`src/rtl/alu8_pkg.sv`:
```
package alu8_pkg;

    localparam int FLAG_W = 8;
    localparam int NIB_W  = 4;
    localparam int S_POS  = 7;
    localparam int Z_POS  = 6;
    localparam int AC_POS = 4;
    localparam int P_POS  = 2;
    localparam int CY_POS = 0;

    typedef enum logic [3:0] {
        OP_ADD  = 4'h0,
        OP_ADC  = 4'h1,
        OP_SUB  = 4'h2,
        OP_SBB  = 4'h3,
        OP_AND  = 4'h4,
        OP_OR   = 4'h5,
        OP_XOR  = 4'h6,
        OP_CMP  = 4'h7,
        OP_INC  = 4'h8,
        OP_DEC  = 4'h9,
        OP_NOT  = 4'hA,
        OP_RLC  = 4'hB,
        OP_RRC  = 4'hC,
        OP_RAL  = 4'hD,
        OP_RAR  = 4'hE,
        OP_PASS = 4'hF
    } alu_op_e;

    typedef enum logic [1:0] {
        CI_ZERO  = 2'd0,
        CI_ONE   = 2'd1,
        CI_PORT  = 2'd2,
        CI_NPORT = 2'd3
    } cin_sel_e;

    typedef enum logic [1:0] {
        RS_SUM   = 2'd0,
        RS_LOGIC = 2'd1,
        RS_A     = 2'd2,
        RS_B     = 2'd3
    } res_sel_e;

    typedef struct packed {
        logic     b_one;
        logic     b_inv;
        cin_sel_e cin;
        res_sel_e rsel;
        logic     upd_szp;
        logic     upd_ac;
        logic     upd_cy;
    } alu_ctl_s;

endpackage

```
`src/rtl/alu8_adder.sv`:
```
module alu8_adder
    import alu8_pkg::*;
#(
    parameter int W = 8
) (
    input  logic [W-1:0] a,
    input  logic [W-1:0] b,
    input  logic         cin,
    input  logic         inv_b,
    output logic [W-1:0] sum,
    output logic         cout,
    output logic         ncout
);
    localparam int LW = NIB_W;
    localparam int HW = W - LW;

    logic [W-1:0] bx;
    logic [LW:0]  lo;
    logic [HW:0]  hi;

    assign bx = inv_b ? ~b : b;

    always_comb begin
        lo = {1'b0, a[LW-1:0]} + {1'b0, bx[LW-1:0]} + {{LW{1'b0}}, cin};
        hi = {1'b0, a[W-1:LW]} + {1'b0, bx[W-1:LW]} + {{HW{1'b0}}, lo[LW]};
    end

    assign sum   = {hi[HW-1:0], lo[LW-1:0]};
    assign cout  = hi[HW];
    assign ncout = lo[LW];

endmodule

```
`src/rtl/alu8_logic.sv`:
```
module alu8_logic
    import alu8_pkg::*;
#(
    parameter int W = 8
) (
    input  alu_op_e      op,
    input  logic [W-1:0] a,
    input  logic [W-1:0] b,
    input  logic         cin,
    output logic [W-1:0] res,
    output logic         cy
);
    always_comb begin
        res = a;
        cy  = 1'b0;
        unique case (op)
            OP_AND: res = a & b;
            OP_OR:  res = a | b;
            OP_XOR: res = a ^ b;
            OP_NOT: res = ~a;
            OP_RLC: begin
                res = {a[W-2:0], a[W-1]};
                cy  = a[W-1];
            end
            OP_RRC: begin
                res = {a[0], a[W-1:1]};
                cy  = a[0];
            end
            OP_RAL: begin
                res = {a[W-2:0], cin};
                cy  = a[W-1];
            end
            OP_RAR: begin
                res = {cin, a[W-1:1]};
                cy  = a[0];
            end
            default: begin
                res = a;
                cy  = 1'b0;
            end
        endcase
    end

endmodule

```
`src/rtl/alu8_flagreg.sv`:
```
module alu8_flagreg
    import alu8_pkg::*;
(
    input  logic              clk,
    input  logic              rst_n,
    input  logic              we,
    input  logic              upd_szp,
    input  logic              upd_ac,
    input  logic              upd_cy,
    input  logic              s_in,
    input  logic              z_in,
    input  logic              ac_in,
    input  logic              p_in,
    input  logic              cy_in,
    output logic [FLAG_W-1:0] flags
);
    logic s_q, z_q, ac_q, p_q, cy_q;

    always_ff @(posedge clk) begin
        if (!rst_n) begin
            s_q  <= 1'b0;
            z_q  <= 1'b0;
            ac_q <= 1'b0;
            p_q  <= 1'b0;
            cy_q <= 1'b0;
        end else if (we) begin
            if (upd_szp) begin
                s_q <= s_in;
                z_q <= z_in;
                p_q <= p_in;
            end
            if (upd_ac) ac_q <= ac_in;
            if (upd_cy) cy_q <= cy_in;
        end
    end

    always_comb begin
        flags         = '0;
        flags[S_POS]  = s_q;
        flags[Z_POS]  = z_q;
        flags[AC_POS] = ac_q;
        flags[P_POS]  = p_q;
        flags[CY_POS] = cy_q;
    end

endmodule

```
`src/rtl/alu8_core.sv`:
```
module alu8_core
    import alu8_pkg::*;
#(
    parameter int DATA_W = 8
) (
    input  logic              clk,
    input  logic              rst_n,
    input  logic [DATA_W-1:0] op_a,
    input  logic [DATA_W-1:0] op_b,
    input  logic              carry_in,
    input  logic [3:0]        op_sel,
    input  logic              flag_we,
    output logic [DATA_W-1:0] result,
    output logic [FLAG_W-1:0] flags
);
    alu_op_e           op;
    alu_ctl_s          ctl;
    logic [DATA_W-1:0] add_b;
    logic              add_cin;
    logic [DATA_W-1:0] sum;
    logic              cout;
    logic              ncout;
    logic [DATA_W-1:0] lg_res;
    logic              lg_cy;
    logic [DATA_W-1:0] flag_src;
    logic              ac_val;
    logic              cy_val;
    logic              cur_cy;

    assign op     = alu_op_e'(op_sel);
    assign cur_cy = flags[CY_POS];

    // Operation class decode
    always_comb begin
        ctl = '{b_one: 1'b0, b_inv: 1'b0, cin: CI_ZERO, rsel: RS_SUM,
                upd_szp: 1'b1, upd_ac: 1'b1, upd_cy: 1'b1};
        unique case (op)
            OP_ADD:  ctl.cin = CI_ZERO;
            OP_ADC:  ctl.cin = CI_PORT;
            OP_SUB: begin
                ctl.b_inv = 1'b1;
                ctl.cin   = CI_ONE;
            end
            OP_SBB: begin
                ctl.b_inv = 1'b1;
                ctl.cin   = CI_NPORT;
            end
            OP_CMP: begin
                ctl.b_inv = 1'b1;
                ctl.cin   = CI_ONE;
                ctl.rsel  = RS_A;
            end
            OP_INC: begin
                ctl.b_one  = 1'b1;
                ctl.upd_cy = 1'b0;
            end
            OP_DEC: begin
                ctl.b_one  = 1'b1;
                ctl.b_inv  = 1'b1;
                ctl.cin    = CI_ONE;
                ctl.upd_cy = 1'b0;
            end
            OP_AND, OP_OR, OP_XOR: ctl.rsel = RS_LOGIC;
            OP_NOT: begin
                ctl.rsel    = RS_LOGIC;
                ctl.upd_szp = 1'b0;
                ctl.upd_ac  = 1'b0;
                ctl.upd_cy  = 1'b0;
            end
            OP_RLC, OP_RRC, OP_RAL, OP_RAR: begin
                ctl.rsel    = RS_LOGIC;
                ctl.upd_szp = 1'b0;
                ctl.upd_ac  = 1'b0;
            end
            OP_PASS: begin
                ctl.rsel    = RS_B;
                ctl.upd_szp = 1'b0;
                ctl.upd_ac  = 1'b0;
                ctl.upd_cy  = 1'b0;
            end
            default: ctl.rsel = RS_SUM;
        endcase
    end

    assign add_b = ctl.b_one ? DATA_W'(1) : op_b;

    always_comb begin
        unique case (ctl.cin)
            CI_ZERO:  add_cin = 1'b0;
            CI_ONE:   add_cin = 1'b1;
            CI_PORT:  add_cin = carry_in;
            CI_NPORT: add_cin = ~carry_in;
            default:  add_cin = 1'b0;
        endcase
    end

    alu8_adder #(.W(DATA_W)) u_adder (
        .a     (op_a),
        .b     (add_b),
        .cin   (add_cin),
        .inv_b (ctl.b_inv),
        .sum   (sum),
        .cout  (cout),
        .ncout (ncout)
    );

    alu8_logic #(.W(DATA_W)) u_logic (
        .op  (op),
        .a   (op_a),
        .b   (op_b),
        .cin (carry_in),
        .res (lg_res),
        .cy  (lg_cy)
    );

    // Result select
    always_comb begin
        unique case (ctl.rsel)
            RS_SUM:   result = sum;
            RS_LOGIC: result = lg_res;
            RS_A:     result = op_a;
            RS_B:     result = op_b;
            default:  result = sum;
        endcase
    end

    // Flag sources: compare uses the difference, not the returned value
    always_comb begin
        if (ctl.rsel == RS_LOGIC) begin
            flag_src = lg_res;
            ac_val   = 1'b0;
            cy_val   = lg_cy;
        end else begin
            flag_src = sum;
            ac_val   = ctl.b_inv ? ~ncout : ncout;
            cy_val   = ctl.upd_cy ? (ctl.b_inv ? ~cout : cout) : cur_cy;
        end
    end

    alu8_flagreg u_flags (
        .clk     (clk),
        .rst_n   (rst_n),
        .we      (flag_we),
        .upd_szp (ctl.upd_szp),
        .upd_ac  (ctl.upd_ac),
        .upd_cy  (ctl.upd_cy),
        .s_in    (flag_src[DATA_W-1]),
        .z_in    (flag_src == '0),
        .ac_in   (ac_val),
        .p_in    (~^flag_src),
        .cy_in   (cy_val),
        .flags   (flags)
    );

endmodule

```
`config.mk`:
```
export PLATFORM = sky130hd
export DESIGN_NAME = alu8_core
export DESIGN_NICKNAME = d
export VERILOG_FILES = /design/src/rtl/alu8_pkg.sv /design/src/rtl/alu8_adder.sv /design/src/rtl/alu8_logic.sv /design/src/rtl/alu8_flagreg.sv /design/src/rtl/alu8_core.sv
export SDC_FILE = /design/constraint.sdc
export NUM_CORES = 1
export LEC_CHECK = 0
export BUFFER_PORTS_ARGS = -buffer_cell sky130_fd_sc_hd__buf_2
export CAP_MARGIN = 15
export CORE_MARGIN = 10
export CORE_UTILIZATION = 45
export DETAILED_ROUTE_END_ITERATION = 8
export PLACE_DENSITY = 0.68
export SLEW_MARGIN = 20
export SYNTH_ARGS = -nofsm -noshare
export SYNTH_HDL_FRONTEND = slang
export SYNTH_SLANG_ARGS = --single-unit
```
`constraint.sdc`:
```
create_clock -name clk -period 4.15 [get_ports clk]
set_input_delay 0 -clock clk [delete_from_list [all_inputs] [get_ports clk]]
set_output_delay 0 -clock clk [all_outputs]
set_load 0.02 [all_outputs]
```
==> key figures, run 1 <==
Timing
  • RSZ-0062 raised after global routing: false
  • Fin crit period: between 3 and 4 ns
  • Slew margin rel.: 61.83%
  • Worst Tran Pin Value: 0.5726 ns
  • Endpoints failing hold: 0
  • Fmax: 276.5 MHz
  • Setup TNS Final: 0 ns
  • Slew Viols, Final: 0
  • Period utilization: around 87%
  • Setup violators final: 0
  • Clock Skews: 0 ns

Synth
  • Synth Warn #: 0
  • Avg Cell Area, Syn: 7.394 um^2
  • Top cells by area, synth: ha_1 (17%), dfxtp_1 (5.3%), inv_1 (5.0%)
  • Synth area leader: ha_1
  • Yosys top cell area share: 17.32%
  • Post-synth EDFFs: 0
  • Count leader, synth: ha_1
  • Post-Syn Instances: 254
  • Primary FF master, synth: dfxtp_1
  • Seq/Total Area, Yosys: under 10%
  • #FFs+latches synth: 5
  • Yosys cell types: 49
  • Ys async rst share: 0%
  • Synth cell count leaders: ha_1 (26), inv_1 (25), nand2_1 (23)
  • Cell Area, Synth: 1878 um^2

Route
  • Via density: 5.833
  • Routed wire length: approximately 5.6 mm
  • Remaining DRCs: 0
  • DR vias: 1960
  • First drt pass iteration count: 4
  • Avg WL per Cell: between 15 and 20 um
  • DR iter-0 viols: 153
  • Routed Antenna Nets: 0

Critical path
  • Worst Setup End Kind: flop
  • Crit path required time: 4.30 ns
  • Highest-delay cell along the critical path: fa_1
  • Crit-path max cell delay: around 0.42 ns
  • CP dominant cell by count: xnor2_1
  • Type of origin of the critical path: primary input
  • Kind of critical path: primary input to flop
  • Crit path DAT: around 3.8 ns
  • Cell chain of the critical path: buf_2, inv_1, a211oi_1, a31oi_2, xnor2_1, fa_1, inv_1, fa_1, nor2b_1, o21ai_0, nand2b_1, fa_1, a21o_1, a21oi_1, xnor2_1, a21boi_0, ha_1, xnor2_1, xnor2_1, nand2_1, a21boi_0
  • Worst Path Max Fanout: 11

Placed design
  • Port bufs: 36
  • RePlAce Congestion: 0.9354
  • Detail Placement HPWL: approximately 4.5 mm

Power and ir drop
  • Peak supply drop: around 0.11 mV
  • P_leak: 1.043 nW
  • Power Density: 246.0 nW/um^2

Final layout
  • Multi-input logic area: 1539 um^2
  • Layout cells sized above 1: 19.23%
  • Fillers: 426
  • Register area: 100.1 um^2
  • Ant. Diodes: 0
  • Nets@finish: 341
  • Area growth, synth to finish: 12.19%
  • Post-layout util: 52.30%

CTS
  • Post-CTS Hold Buffers: 0
  • Clock sinks: 5
  • Clock tree buffer depth: 2
  • Clk_lat worst skew: 0.22 ns
  • CTS tree: yes
  • # Post-CTS Setup Buffers: 0
  • CTS root buffer: clkbuf_8
  • H-tree Lvls: 1
  • Clk slew on worst S/H paths: 0.04 ns
  • Num CTS Buffers: 3
  • # resized after CTS: 0

Die
  • Starting density of the core: 46.61%
  • Die Y: 84.60 um
  • # IOs: 40
  • Die Span X: 84.60 um
  • Die area: roughly 7200 um^2
  • Rows: 23
  • Core area: 4029 um^2

Global route
  • First-pass GRT wire length: 9.404 mm
  • Vias in the first global route: 1957
  • Largest net degree at the start of global routing: 33
  • Initial antenna violation count: 0
  • Final global-route overflow total: 0
  • All-Layer GR Usage: 15.22%

Worst hold path
  • Hold Crit Class: primary input to flop

Run
  • MaxCap Viol Count: 0

Run status
  • Outcome: finished clean
layout by cell type (no fill, tap or decap), types with 2 or more instances in the layout:
cell	n
a21boi_0	3
conb_1	3
a31oi_1	4
mux2i_1	8
nor2b_1	4
buf_2	36
clkbuf_8	3
o32ai_1	5
a21oi_1	14
buf_4	11
and2_1	2
o21a_1	4
xnor2_1	7
a2bb2oi_1	2
a221o_1	2
inv_1	25
ha_1	26
and3_1	3
nor2_1	10
xor2_1	10
nand3_1	6
dfxtp_1	5
o21ai_0	16
nand2_1	23
a22oi_1	4
o221ai_1	4
nor3_1	7
nand2b_1	9
a211oi_1	3
a21o_1	2
fa_1	4
o211ai_1	3
worst paths after layout:
path,from,end,slack (ns),cells after the start
worst max-delay path,op_sel[0],u_flags.p_q$_SDFFE_PN0P_,0.53,21
worst min-delay path,rst_n,u_flags.z_q$_SDFFE_PN0P_,0.06,2
worst max register to register,u_flags.cy_q$_SDFFE_PN0P_,u_flags.cy_q$_SDFFE_PN0P_,3.45,3
worst min register to register,u_flags.p_q$_SDFFE_PN0P_,u_flags.p_q$_SDFFE_PN0P_,0.46,2
per-stage QoR:
| step | cell area [um^2] | cells | hold WS (ns) | power (mW) | worst slack (ns) |
|---|---|---|---|---|---|
| 6_report | 2107 | 336 | 0.05575 | 0.5183 | 0.5338 |
| 5_1_grt | 2107 | 336 | 0.07921 | 0.5636 | 0.1571 |
| 4_1_cts | 2107 | 336 | 0.05785 | 0.5179 | 0.5367 |
| 3_5_place_dp | 2062 | 332 | 0.2847 | 0.4251 | 0.3186 |
| 3_3_place_gp | 2062 | 332 | 0.2823 | 0.4231 | 0.3457 |
| 2_1_floorplan | 1886 | 256 | 0.1217 | 0.3367 | 0.5654 |
where the power goes:
group | leakage (nW) | switching, mW | total [mW] | internal [mW]
sequential | 0.0409 | 0.00280 | 0.0579 | 0.0551
combinational | 0.979 | 0.213 | 0.369 | 0.156
clock | 0.0228 | 0.0250 | 0.0910 | 0.0660
total | 1.04 | 0.241 | 0.518 | 0.277
state kept, by name (all words and copies together), names as in the netlist:
signal and cells:
u_flags.ac_q 1, u_flags.s_q 1, u_flags.cy_q 1, u_flags.p_q 1, u_flags.z_q 1
logic make-up (layout without fill, tap and decap cells):
family,Yosys count,after routing,synth area share (%)
AOI/OAI and AO/OA,77,77,29.31
xor gates and xnor gates,17,17,7.928
adders and majority gates,30,30,21.59
buffers and inverters,47,77,13.12
DFF,5,5,5.330
muxes,9,9,4.864
other,1,3,0.1997
and+or+nand+nor,68,68,17.66
layout make-up:
cell class | instances | area share (%)
Multi-Input combinational cell | 204 | 73.04
Sequential cell | 5 | 4.751
Tap cell | 50 | 2.969
Inverter | 26 | 4.632
Timing Repair Buffer | 47 | 12.47
Clock buffer | 4 | 2.138
layer usage:
layer / track usage [%] / share of wire [%] / up-vias
met2: 24.43 / 45 / 85
met4: 5.988 / 2.8 / 0
met1: 19.97 / 45 / 903
met3: 1.836 / 6.9 / 14
met5: 0 / 0 / -
li1: - / - / 958
critical path: cells and delay by family:
family / cells / cell delay, ns
adder cells (fa/ha/maj): 4 / 1.34
buffers and inverters: 3 / 0.36
AND/OR/NAND/NOR: 3 / 0.25
XOR/XNOR: 4 / 0.68
AO/OA/AOI/OAI: 7 / 1.14
Power figures use the tool's default switching activity.
==> run 2: changes to the inputs <==
--- a/config.mk
+++ b/config.mk
@@ -11,6 +11,7 @@
 export CORE_UTILIZATION = 45
 export DETAILED_ROUTE_END_ITERATION = 8
 export PLACE_DENSITY = 0.68
+export RECOVER_POWER = 25
 export SLEW_MARGIN = 20
 export SYNTH_ARGS = -nofsm -noshare
 export SYNTH_HDL_FRONTEND = slang
==> key figures, run 2 (synthesis results as in run 1) <==
Global route
  • Initial antenna violation count: 0 (unchanged)
  • All-Layer GR Usage: 15.22% (unchanged)
  • Largest net degree at the start of global routing: 33 (unchanged)
  • First-pass GRT wire length: 9.404 mm (unchanged)
  • Final global-route overflow total: 0 (unchanged)
  • Vias in the first global route: 1957 (unchanged)

Placed design
  • Detail Placement HPWL: 4.479 mm (unchanged)
  • RePlAce Congestion: 0.9354 (unchanged)
  • DP Worst Slack: 0.3186 ns (unchanged)
  • Port bufs: 36 (unchanged)

CTS
  • CTS root buffer: clkbuf_8
  • CTS tree: yes
  • Clock tree buffer depth: 2 (unchanged)
  • Clk_lat worst skew: 0.22 ns (about the same)
  • Clock sinks: 5 (unchanged)
  • Num CTS Buffers: 3 (unchanged)
  • Post-CTS Hold Buffers: 0 (unchanged)
  • H-tree Lvls: 1 (unchanged)
  • # resized after CTS: 0 (unchanged)
  • # Post-CTS Setup Buffers: 0 (unchanged)
  • Clk slew on worst S/H paths: 0.04 ns (about the same)

Die
  • Die Y: 84.60 um (unchanged)
  • Rows: 23 (unchanged)
  • Die area: 7157 um^2 (unchanged)
  • Core area: 4029 um^2 (unchanged)
  • # IOs: 40 (unchanged)
  • Starting density of the core: 46.61% (unchanged)
  • Die Span X: 84.60 um (unchanged)

Final layout
  • Commonest non-fill, non-tap cell in the layout: buf_2
  • Fillers: 429 (+0.70%)
  • Nets@finish: 341 (unchanged)
  • Layout cells sized above 1: 17.83% (-1.4 points)
  • Area growth, synth to finish: 11.93%
  • Ant. Diodes: 0 (unchanged)
  • Most frequent cells in the layout: buf_2 (32), ha_1 (26), inv_1 (25)
  • Post-layout util: 52.17% (-0.12 points)

Power and ir drop
  • NetSw: 0.2412 mW (+0.13%)
  • Clk pwr share: 17.6% (about the same)
  • Switching Fraction: 46.65% (+0.17 points)
  • Peak supply drop: 0.1067 mV (+0.17%)
  • Power Density: 246.0 nW/um^2 (about the same)
  • P_leak: 1.026 nW (-1.6%)
  • Sequential share of power: 11.2% (about the same)
  • Comb power frac: 71.2% (about the same)
  • Cell-internal power: 0.2759 mW (-0.55%)

Route
  • Avg WL per Cell: 16.73 um (+0.14%)
  • DR vias: 1958 (-0.10%)
  • DR iter-0 viols: 153 (unchanged)
  • Routed wire length: 5.620 mm (+0.14%)
  • Via density: 5.827 (-0.10%)
  • Remaining DRCs: 0 (unchanged)
  • First drt pass iteration count: 4 (unchanged)
  • Routed Antenna Nets: 0 (unchanged)

Run
  • MaxCap Viol Count: 0 (unchanged)

Timing
  • Slew Viols, Final: 0 (unchanged)
  • Fmax: 276.8 MHz (about the same)
  • Final setup margin: 0.5368 ns (+0.003051 ns)
  • Period utilization: 87.07% (about the same)
  • Clock Skews: 0 ns (unchanged)
  • WHS: 0.05536 ns (-0.0003968 ns)
  • Setup violators final: 0 (unchanged)
  • Fin crit period: 3.613 ns (-0.003051 ns)
  • Worst Tran Pin Value: 0.5726 ns (-0.00002521 ns)
  • Slew margin rel.: 61.83% (about the same)
  • RSZ-0062 raised after global routing: false
  • Endpoints failing hold: 0 (unchanged)
  • Setup TNS Final: 0 ns (unchanged)

Critical path
  • R2r worst-path depth: 3 (unchanged)
  • Worst flop-to-flop path endpoint: u_flags.cy_q$_SDFFE_PN0P_
  • Worst Setup End Kind: flop
  • Cell chain of the critical path: buf_2, inv_1, a211oi_1, a31oi_2, xnor2_1, fa_1, inv_1, fa_1, nor2b_1, o21ai_0, nand2b_1, fa_1, a21o_1, a21oi_1, xnor2_1, a21boi_0, ha_1, xnor2_1, xnor2_1, nand2_1, a21boi_0
  • Reg2reg start: u_flags.cy_q$_SDFFE_PN0P_
  • Highest-delay cell along the critical path: fa_1
  • Crit-path max cell delay: 0.42 ns (about the same)
  • Type of origin of the critical path: primary input
  • Top delay family on crit path: adder cells
  • Kind of critical path: primary input to flop
  • Crit path required time: 4.30 ns (about the same)
  • Buf/Inv on CP: 3 (unchanged)
  • Crit path DAT: 3.77 ns (about the same)
  • Worst Path Max Fanout: 11 (unchanged)
  • CP dominant cell by count: xnor2_1
  • Reg-to-reg slack, setup: 3.45 ns (about the same)

Worst hold path
  • Hold path depth: 2 (unchanged)
  • WHS Endpoint: u_flags.z_q$_SDFFE_PN0P_
  • Worst Hold Launch: rst_n
  • Hold Crit Class: primary input to flop

Run status
  • Outcome: finished clean
-- run 2: cell count changes in the layout (fill, tap and decap cells not counted) --
cell      delta
clkbuf_1     +4
buf_2        -4
-- run 2: worst max path at each step --
stage,start,endpoint,slack [ns],cells after the start
floorplan,op_sel[1],u_flags.p_q$_SDFFE_PN0P_,0.57,21
global placement,op_sel[3],u_flags.p_q$_SDFFE_PN0P_,0.35,22
detailed placement,op_sel[3],u_flags.p_q$_SDFFE_PN0P_,0.32,22
CTS,op_sel[3],u_flags.p_q$_SDFFE_PN0P_,0.54,22
global route,op_sel[2],u_flags.p_q$_SDFFE_PN0P_,0.16,21
finish,op_sel[0],u_flags.p_q$_SDFFE_PN0P_,0.54,21
-- run 2: cell type report --
type	count	area, um^2	area share [%]
timing repair buffer	47	257.7	12.26
tap	50	62.56	2.976
multi-input combinational	204	1539	73.21
clock buffer	4	45.04	2.143
sequential	5	100.1	4.762
inverter	26	97.59	4.643
-- run 2: per-layer routing --
metal  global-route usage [%]  vias up  wire length [um]
met2                    24.43       81              2570
li1                         -      958                 -
met4                    5.988        0               141
met3                    1.836       12               370
met1                    19.97      907              2538
met5                        0        -                 0
-- run 2: through the flow --
stage               instance area, um^2  power (mW)  cells
CTS                                2107      0.5179    336
floorplan                          1886      0.3367    256
global route                       2102      0.5623    336
global placement                   2062      0.4231    332
finish                             2102      0.5171    336
detailed placement                 2062      0.4251    332
-- run 2: power by group through the flow --
stage               sequential [mW]  combinational, mW  clock, mW
floorplan                    0.0582              0.278          0
global placement             0.0584              0.365          0
detailed placement           0.0587              0.366          0
CTS                          0.0580              0.368     0.0915
global route                 0.0586              0.409     0.0948
finish                       0.0581              0.368     0.0910
